### config.mk
export PLATFORM = sky130hd
export DESIGN_NAME = twin_timer_counter
export DESIGN_NICKNAME = d
export VERILOG_FILES = /design/src/rtl/tc_pkg.sv /design/src/rtl/tc_pin_sync.sv /design/src/rtl/tc_unit.sv /design/src/rtl/twin_timer_counter.sv
export SDC_FILE = /design/constraint.sdc
export NUM_CORES = 1
export LEC_CHECK = 0
export BUFFER_PORTS_ARGS = -buffer_cell sky130_fd_sc_hd__buf_2
export CORE_MARGIN = 5
export CORE_UTILIZATION = 40
export DETAILED_ROUTE_END_ITERATION = 6
export GPL_TIMING_DRIVEN = 1
export PLACE_DENSITY = 0.68
export SLEW_MARGIN = 20
export SYNTH_ARGS = -nofsm -noshare
export SYNTH_HDL_FRONTEND = slang
export SYNTH_SLANG_ARGS = --single-unit
### constraint.sdc
create_clock -name clk -period 2.45 [get_ports clk]
set_clock_uncertainty 0.05 [all_clocks]
set_input_delay 0.245 -clock clk [delete_from_list [all_inputs] [get_ports clk]]
set_output_delay 0.245 -clock clk [all_outputs]
set_load 0.1 [all_outputs]
### src/rtl/tc_pkg.sv
package tc_pkg;
    localparam int unsigned ADDR_W    = 3;
    localparam int unsigned RUN_LSB   = 0;
    localparam int unsigned FLAG_LSB  = 4;
    localparam int unsigned NIB_W     = 4;

    typedef enum logic [1:0] {
        MODE_W13   = 2'b00,
        MODE_W16   = 2'b01,
        MODE_RLD8  = 2'b10,
        MODE_SPLIT = 2'b11
    } tc_mode_e;

    localparam logic [ADDR_W-1:0] REG_CTRL = 3'd0;
    localparam logic [ADDR_W-1:0] REG_MODE = 3'd1;
    localparam logic [ADDR_W-1:0] REG_LO0  = 3'd2;
    localparam logic [ADDR_W-1:0] REG_HI0  = 3'd3;
    localparam logic [ADDR_W-1:0] REG_LO1  = 3'd4;
    localparam logic [ADDR_W-1:0] REG_HI1  = 3'd5;
endpackage

### src/rtl/tc_pin_sync.sv
module tc_pin_sync #(
    parameter int unsigned W = 2
) (
    input  logic         clk,
    input  logic         rst_n,
    input  logic [W-1:0] pin_i,
    output logic [W-1:0] level_o,
    output logic [W-1:0] fall_o
);
    logic [W-1:0] s1_q, s2_q, prev_q;

    always_ff @(posedge clk or negedge rst_n) begin
        if (!rst_n) begin
            s1_q   <= '0;
            s2_q   <= '0;
            prev_q <= '0;
        end else begin
            s1_q   <= pin_i;
            s2_q   <= s1_q;
            prev_q <= s2_q;
        end
    end

    assign level_o = s2_q;
    assign fall_o  = prev_q & ~s2_q;
endmodule

### src/rtl/tc_unit.sv
module tc_unit
    import tc_pkg::*;
#(
    parameter int unsigned BYTE_W   = 8,
    parameter int unsigned LOW13_W  = 5,
    parameter bit          SPLIT_OK = 1'b1
) (
    input  logic              clk,
    input  logic              rst_n,
    input  tc_mode_e          mode_i,
    input  logic              ev_main_i,
    input  logic              ev_hi_i,
    input  logic              wr_lo_i,
    input  logic              wr_hi_i,
    input  logic [BYTE_W-1:0] wdata_i,
    output logic [BYTE_W-1:0] lo_o,
    output logic [BYTE_W-1:0] hi_o,
    output logic              wrap_main_o,
    output logic              wrap_hi_o
);
    localparam logic [LOW13_W-1:0] LOW_FULL = '1;

    logic [BYTE_W-1:0] lo_q, hi_q, lo_n, hi_n;

    always_ff @(posedge clk or negedge rst_n) begin
        if (!rst_n) begin
            lo_q <= '0;
            hi_q <= '0;
        end else begin
            lo_q <= lo_n;
            hi_q <= hi_n;
        end
    end

    always_comb begin
        lo_n        = lo_q;
        hi_n        = hi_q;
        wrap_main_o = 1'b0;
        wrap_hi_o   = 1'b0;
        unique case (mode_i)
            MODE_W13: begin
                if (ev_main_i) begin
                    if (lo_q[LOW13_W-1:0] == LOW_FULL) begin
                        lo_n[LOW13_W-1:0] = '0;
                        hi_n              = hi_q + 1'b1;
                        wrap_main_o       = &hi_q;
                    end else begin
                        lo_n[LOW13_W-1:0] = lo_q[LOW13_W-1:0] + 1'b1;
                    end
                end
            end
            MODE_W16: begin
                if (ev_main_i) begin
                    {hi_n, lo_n} = {hi_q, lo_q} + 1'b1;
                    wrap_main_o  = &{hi_q, lo_q};
                end
            end
            MODE_RLD8: begin
                if (ev_main_i) begin
                    if (&lo_q) begin
                        lo_n        = hi_q;
                        wrap_main_o = 1'b1;
                    end else begin
                        lo_n = lo_q + 1'b1;
                    end
                end
            end
            MODE_SPLIT: begin
                if (SPLIT_OK) begin
                    if (ev_main_i) begin
                        lo_n        = lo_q + 1'b1;
                        wrap_main_o = &lo_q;
                    end
                    if (ev_hi_i) begin
                        hi_n      = hi_q + 1'b1;
                        wrap_hi_o = &hi_q;
                    end
                end
            end
        endcase
        if (wr_lo_i) lo_n = wdata_i;
        if (wr_hi_i) hi_n = wdata_i;
    end

    assign lo_o = lo_q;
    assign hi_o = hi_q;


    cnt_hold_chk: assert property (@(posedge clk) disable iff (!rst_n)
        (!ev_main_i && !ev_hi_i && !wr_lo_i && !wr_hi_i) |=> ($stable(lo_q) && $stable(hi_q)));


    reload_copy_chk: assert property (@(posedge clk) disable iff (!rst_n)
        (mode_i == MODE_RLD8 && ev_main_i && &lo_q && !wr_lo_i && !wr_hi_i)
        |=> (lo_q == $past(hi_q) && hi_q == $past(hi_q)));


    w13_upper_chk: assert property (@(posedge clk) disable iff (!rst_n)
        (mode_i == MODE_W13 && !wr_lo_i) |=> $stable(lo_q[BYTE_W-1:LOW13_W]));
endmodule

### src/rtl/twin_timer_counter.sv
module twin_timer_counter
    import tc_pkg::*;
#(
    parameter int unsigned BYTE_W  = 8,
    parameter int unsigned LOW13_W = 5
) (
    input  logic              clk,
    input  logic              rst_n,
    input  logic              tick_i,
    input  logic [1:0]        evt_pin_i,
    input  logic [1:0]        gate_pin_i,
    input  logic              bus_wr_i,
    input  logic [ADDR_W-1:0] bus_addr_i,
    input  logic [BYTE_W-1:0] bus_wdata_i,
    output logic [BYTE_W-1:0] bus_rdata_o
);
    localparam int unsigned N_UNIT = 2;

    logic [BYTE_W-1:0]              mode_q;
    logic [N_UNIT-1:0]              run_q, flag_q, flag_set;
    logic [N_UNIT-1:0]              gate_lvl, evt_fall, evt_lvl_unused, gate_fall_unused;
    logic [N_UNIT-1:0]              ev_main, ev_hi, wrap_main, wrap_hi;
    logic [N_UNIT-1:0][BYTE_W-1:0]  lo_w, hi_w;
    logic                           wr_ctrl, u0_split;

    tc_pin_sync #(.W(N_UNIT)) i_evt_sync (
        .clk(clk), .rst_n(rst_n), .pin_i(evt_pin_i),
        .level_o(evt_lvl_unused), .fall_o(evt_fall));

    tc_pin_sync #(.W(N_UNIT)) i_gate_sync (
        .clk(clk), .rst_n(rst_n), .pin_i(gate_pin_i),
        .level_o(gate_lvl), .fall_o(gate_fall_unused));

    assign wr_ctrl  = bus_wr_i && (bus_addr_i == REG_CTRL);
    assign u0_split = (tc_mode_e'(mode_q[1:0]) == MODE_SPLIT);

    for (genvar u = 0; u < N_UNIT; u++) begin : g_unit
        localparam logic [ADDR_W-1:0] LO_ADDR = ADDR_W'(2 + 2 * u);
        localparam logic [ADDR_W-1:0] HI_ADDR = ADDR_W'(3 + 2 * u);
        tc_mode_e mode_u;
        logic     ext_sel, gate_en, src_ev;

        assign mode_u  = tc_mode_e'(mode_q[NIB_W*u +: 2]);
        assign ext_sel = mode_q[NIB_W*u + 2];
        assign gate_en = mode_q[NIB_W*u + 3];
        assign src_ev  = ext_sel ? evt_fall[u] : tick_i;
        assign ev_main[u] = run_q[u] && (!gate_en || gate_lvl[u]) && src_ev;
        assign ev_hi[u]   = (u == 0) ? (run_q[N_UNIT-1] && tick_i) : 1'b0;

        tc_unit #(.BYTE_W(BYTE_W), .LOW13_W(LOW13_W), .SPLIT_OK(u == 0)) i_unit (
            .clk(clk), .rst_n(rst_n), .mode_i(mode_u),
            .ev_main_i(ev_main[u]), .ev_hi_i(ev_hi[u]),
            .wr_lo_i(bus_wr_i && bus_addr_i == LO_ADDR),
            .wr_hi_i(bus_wr_i && bus_addr_i == HI_ADDR),
            .wdata_i(bus_wdata_i),
            .lo_o(lo_w[u]), .hi_o(hi_w[u]),
            .wrap_main_o(wrap_main[u]), .wrap_hi_o(wrap_hi[u]));
    end

    assign flag_set[0] = wrap_main[0];
    assign flag_set[1] = u0_split ? wrap_hi[0] : wrap_main[1];

    always_ff @(posedge clk or negedge rst_n) begin
        if (!rst_n) begin
            mode_q <= '0;
            run_q  <= '0;
            flag_q <= '0;
        end else begin
            if (bus_wr_i && bus_addr_i == REG_MODE) mode_q <= bus_wdata_i;
            if (wr_ctrl) begin
                run_q  <= bus_wdata_i[RUN_LSB +: N_UNIT];
                flag_q <= bus_wdata_i[FLAG_LSB +: N_UNIT];
            end
            for (int u = 0; u < N_UNIT; u++) begin
                if (flag_set[u]) flag_q[u] <= 1'b1;
            end
        end
    end

    always_comb begin
        bus_rdata_o = '0;
        case (bus_addr_i)
            REG_CTRL: begin
                bus_rdata_o[RUN_LSB +: N_UNIT]  = run_q;
                bus_rdata_o[FLAG_LSB +: N_UNIT] = flag_q;
            end
            REG_MODE: bus_rdata_o = mode_q;
            REG_LO0:  bus_rdata_o = lo_w[0];
            REG_HI0:  bus_rdata_o = hi_w[0];
            REG_LO1:  bus_rdata_o = lo_w[1];
            REG_HI1:  bus_rdata_o = hi_w[1];
            default:  bus_rdata_o = '0;
        endcase
    end


    flag_set_chk: assert property (@(posedge clk) disable iff (!rst_n)
        wrap_main[0] |=> flag_q[0]);


    split_flag_chk: assert property (@(posedge clk) disable iff (!rst_n)
        (u0_split && wrap_main[1] && !wrap_hi[0] && !wr_ctrl) |=> $stable(flag_q[1]));


    flag_clear_chk: assert property (@(posedge clk) disable iff (!rst_n)
        (wr_ctrl && !bus_wdata_i[FLAG_LSB] && !wrap_main[0]) |=> !flag_q[0]);
endmodule

* After elaboration in Yosys (flattened, before gate mapping) *
Index checks and enable logic that the tools add are counted.

word-level totals
  input port bits = 19
  bits in registers = 54
  output and inout bits = 8
  logic and storage cells = 140

cells by class
  bitwise operators = 2
  equality and inequality tests = 26
  $add $sub $neg = 8
  reductions and logical operators = 37
  muxes and demuxes = 52

operators with widths
  operator               count
  $mux 8                 18
  $ne 3x1->1 const B     14
  $add 16x1->16 const B  2
  $add 8x1->8 const B    4
  $reduce_and 16->1      2
  $reduce_and 8->1       4
  $pmux 2 s6             2
  $pmux 8 s3             1
  $mux 5                 4
  $pmux 2 s5             2
  $pmux 5 s4             1
  $mux 1                 17
  $pmux 8 s2             1
  $reduce_and 4->1       4
  $pmux 5 s3             1
  $reduce_bool 4->1      3
  $logic_and 1x1->1      11
  $add 5x1->5 const B    2
  $eq 5x5->1 const B     2
  $pmux 3 s3             1
  $eq 2x2->1 const B     3
  $eq 3x2->1 const B     2
  $eq 3x3->1 const B     2
  $pmux 3 s2             1
  15 further kinds       21

* Longest topological paths before layout *
  depth in word-level cells = 8
  mapped depth = 8
  mapped depth without buffers = 8

* Modules after synthesis *
Synthesis repeated with hierarchy kept, for this count alone.

second synthesis, totals
  cell total of the unflattened synthesis = 439
  area total of the unflattened synthesis = 4,106.4 µm²

by module, submodules not included
  module                       sequential area each (µm²)  area an instance (µm²)  instances  cells an instance
  tc_unit at g_unit[1].i_unit  400.4                       1,377.6                 1          160
  tc_unit at g_unit[0].i_unit  400.4                       1,332.5                 1          161
  twin_timer_counter           300.3                       1,041.0                 1          102
  tc_pin_sync                  150.1                       177.7                   2          8

* Worst setup path before layout *
Ideal clock, no wire load.

  path kind = input -> output
  start = input port bus_addr_i[2]
  end = output port bus_rdata_o[0]
  data required time = 2.155 ns
  stages on the path = 7
  arrival = 2.623 ns
  buffers on the path = 2
  setup slack = -0.468 ns
  cells stage by stage = clkbuf_1 > inv_1 > nor2_1 > clkbuf_1 > a221oi_1 > o32ai_1 > nor2b_1

on the way
  longest elaborated chain between the ends = 2
  elaborated cells between the ends (all ways) = 7

RTL lines
  element                                   line                      RTL
  from (decl)                               twin_timer_counter.sv:13  input logic [ADDR_W-1:0] bus_addr_i,
  $eq 3x3->1, or another cell as far along  twin_timer_counter.sv:82  case (bus_addr_i)
  $pmux 2 s6 (*)                            twin_timer_counter.sv:82
  to (decl)                                 twin_timer_counter.sv:15  output logic [BYTE_W-1:0] bus_rdata_o

Mark *: on every way between the ends. The rest lies on a longest branch, timed or not.

* Worst setup path in the final report *
  start = register g_unit[0].i_unit.lo_q[0]
  end = register g_unit[0].i_unit.hi_q[1]

on the way
  longest elaborated chain between the ends = 4
  elaborated cells between the ends (all ways) = 7

RTL lines
  element                 line           RTL
  from (decl)             tc_unit.sv:23  logic [BYTE_W-1:0] lo_q, hi_q, lo_n, hi_n;
  from (signal assigned)  tc_unit.sv:30  lo_q <= lo_n;
  $add 16x1->16           tc_unit.sv:54  {hi_n, lo_n} = {hi_q, lo_q} + 1'b1;
  $mux 8                  tc_unit.sv:53  if (ev_main_i) begin
  $pmux 8 s3              tc_unit.sv:40  unique case (mode_i)
  $mux 8                  tc_unit.sv:82  if (wr_hi_i) hi_n = wdata_i;
  to (signal assigned)    tc_unit.sv:31  hi_q <= hi_n;
  to (decl)               tc_unit.sv:23

Several ways; a longest one is shown, not always the timed one. The select of a mux whose other input is x is not followed.
A chain may end at the register's enable or synchronous reset.

==> flow_summary.ini <==
[placed_design]
dp_hpwl_mm = 8.64
gp_congestion = 0.955
portBuffers = 26

[floorplanning]
die_h_um = 107
floorplan.initialDensity_pct = 40.9
row_count = 35
core-area_um2 = 9240
die_w_um = 107
ios = 27
die_area_um2 = 11500

[finish]
nets = 512
seqCellArea_um2 = 1350
layout-drive-gt1-share_pct = 18.2
insertedDiodeCount = 0
nFillCells = 879
syn2layout_area_growth_pct = 18.0
utilization_pct = 48.3
multi_input_area_um2 = 2290

[drt]
drt-pass1-iter-count = 5
num_vias = 3681
antenna_left = 0
vias_per_cell = 6.06
wl_mm = 11.8
wl_per_cell_um = 19.4
drc = 0
drt_iter0_drc = 300

[power_and_ir_drop]
p_comb_share_pct = 47.7
power.internal_w = 0.00224
fin_total_pwr_w = 0.00411
peakVddDrop_uv = 460
p_switching_w = 0.00187
seq_power_share_pct = 38.3
leakage_nw = 1.82
p_sw_share_pct = 45.5
clockPowerShare_pct = 14.0
p_per_area_nw_per_um2 = 921

[worst_setup_path]
r2r_start = g_unit[0].i_unit.lo_o[0]$_DFFE_PN0P_
worstPathArrival_ps = 2490
cp_num_buf_inv = 1
slowest_stage = a222oi_1
crit_required_ps = 2610
regToRegSetupSlack_ps = 120
worstSetupPathType = reg2reg
critPathTopFamily = compound AO/OA/AOI/OAI gates
cp-end-kind = flop
crit_path_max_fanout = 6
critPathLaunch = g_unit[0].i_unit.lo_o[0]$_DFFE_PN0P_
slowest_delay_ps = 500
crit_chain = ha_4 > and3_1 > ha_2 > inv_1 > a222oi_1 > o21ai_2 > or3_1 > a41o_1
start_kind = flop

[clock_tree]
cts_tree = done
clk_path_buf_depth = 2
htreeDepth = 2
cts-root-buf = clkbuf_8
clkLatencyLatePin_ps = 320
cts.sinks = 54
path_clk_slew_ps = 110
cts-buffers-inserted = 5

[synth]
synth_area_um2 = 3780
synth.top_cells.by_area = dfrtp_1, ha_1, nor2_1, o21ai_0, nand2_1
yosysMostFrequentCell = dfrtp_1
synth_cells = 436
ys.flop_type = dfrtp_1
ys_types = 55
synth.yosys.seq_area_share_pct = 35.8
yosys.area.top_type = dfrtp_1
avgSynthCellArea_um2 = 8.67
synth_seq_cells = 54
synth_edf_count = 0
ys.warnings.count = 0
synth_fp_nets = 471
synth_commonest_cells = dfrtp_1, nor2_1, nand2_1
synth_top_area_share_pct = 35.8
async_reset_ff_share_pct = 100

[global_routing]
grt_max_degree = 35
antenna_found_initial = 0
grt_usage_pct = 20.9
overflow = 0
grt_pass1_vias = 3521
grt_pass1_wl_mm = 18.6

[hold_path]
hp-start = bus_wdata_i[6]
hp-class = in2reg

[job]
max-cap-violations = 0

[timing]
fin_crit_sh_pct = 95.1
tightest_slew_ps = 822
fmax_mhz = 429
hold_violations = 0
maxSlewViolCount = 0
setup_viol = 0
post-route-min-period_ps = 2330
maxSlewHeadroom_pct = 44.7

[outcome]
status = finished, final reports clean
==> state kept, by name (all words and copies together) (netlist names) <==
name and flops:
i_gate_sync.s1_q 2, i_evt_sync.s1_q 2, i_evt_sync.prev_q 2, g_unit.i_unit.hi_o 16
flag_q 2, run_q 2, i_gate_sync.level_o 2, g_unit.i_unit.lo_o 16
i_evt_sync.level_o 2, mode_q 8
==> path summary, 6_finish.rpt <==
kind | cells after the start | to
worst min-delay path | 3 | g_unit[1].i_unit.lo_o[6]$_DFFE_PN0P_
worst min register to register | 0 | i_gate_sync.level_o[0]$_DFF_PN0_
min in group asynchronous | 2 | g_unit[0].i_unit.lo_o[3]$_DFFE_PN0P_
worst max-delay path | 8 | g_unit[0].i_unit.hi_o[1]$_DFFE_PN0P_
max in group asynchronous | 3 | g_unit[1].i_unit.hi_o[5]$_DFFE_PN0P_
worst max register to register | 8 | g_unit[0].i_unit.hi_o[1]$_DFFE_PN0P_
==> metal layers <==
layer	part of all wire [%]	wire [µm]	vias to the layer above	global-route usage, %
met4	3.1	362	0	9.04
met3	8.4	991	28	3.49
li1	-	-	1715	-
met2	43	5100	197	31.0
met1	45	5300	1741	29.8
met5	0	0	-	0
==> cell usage in the layout, fill, tap and decap left out, drive strengths merged, types with 5 or more instances in the layout <==
master / netlist / routed
a21oi: 21 / 21
a221oi: 11 / 11
a31oi: 7 / 7
and3: 14 / 14
buf: 2 / 52
clkbuf: 21 / 6
dfrtp: 54 / 54
dlygate4sd3: 0 / 5
ha: 16 / 16
inv: 23 / 25
mux2: 5 / 5
mux2i: 11 / 11
nand2: 32 / 32
nand2b: 7 / 7
nand3: 13 / 13
nand4: 11 / 11
nor2: 42 / 42
nor3: 11 / 11
o2111ai: 7 / 7
o21ai: 29 / 29
o22ai: 7 / 7
o31ai: 5 / 5
or3: 11 / 11
xnor2: 5 / 5
xor2: 10 / 10
==> layout make-up <==
type | count | share of cell area (%)
timing repair buffer | 57 | 10.4
multi-input combinational | 336 | 51.3
inverter | 23 | 1.94
clock buffer | 6 | 1.85
tap | 129 | 3.62
sequential | 54 | 30.4
clock inverter | 2 | 0.449
==> what timing repair did <==
item	in CTS	in global routing
buffers inserted	0	1
hold endpoints to repair	18	0
setup endpoints to repair	0	3
gates resized for setup	0	3
hold buffers	5	0
==> metrics by stage <==
stage	setup slack [ps]	cell area (µm²)	hold slack (ps)	instances	TNS [ps]
3_5_place_dp	150	4280	286	593	0
2_1_floorplan	0.236	3800	-101	436	0
5_1_grt	-8.28	4460	201	607	-8.28
4_1_cts	128	4440	192	606	0
6_report	120	4460	199	607	0
3_3_place_gp	221	4280	283	593	0
==> cell families (layout without fill, tap and decap cells) <==
family | Yosys count | count (layout) | share of synthesized area, %
buffers and inverters | 46 | 88 | 4.64
XOR/XNOR | 15 | 15 | 3.48
AND/OR/NAND/NOR | 162 | 162 | 21.8
adder cells (fa/ha/maj) | 16 | 16 | 5.30
AO/OA/AOI/OAI | 125 | 125 | 23.4
multiplexers | 18 | 18 | 5.60
flip-flops | 54 | 54 | 35.8
==> worst register-to-register path, cell delays in order, from the launching register on <==
cell and delay [ps]:
dfrtp_2 400, ha_4 160, and3_1 160, ha_2 200, inv_1 50, a222oi_1 500, o21ai_2 140, or3_1 320
a41o_1 250
==> power groups by stage <==
stage	logic (W)	registers (W)	clock network, W
final	0.00196	0.00157	0.000575
after global routing	0.00214	0.00161	0.000635
after CTS	0.00193	0.00155	0.000591
after detailed placement	0.00191	0.00157	0
after global placement	0.00188	0.00157	0
after floorplan	0.00136	0.00143	0
Power figures use the tool's default switching activity.
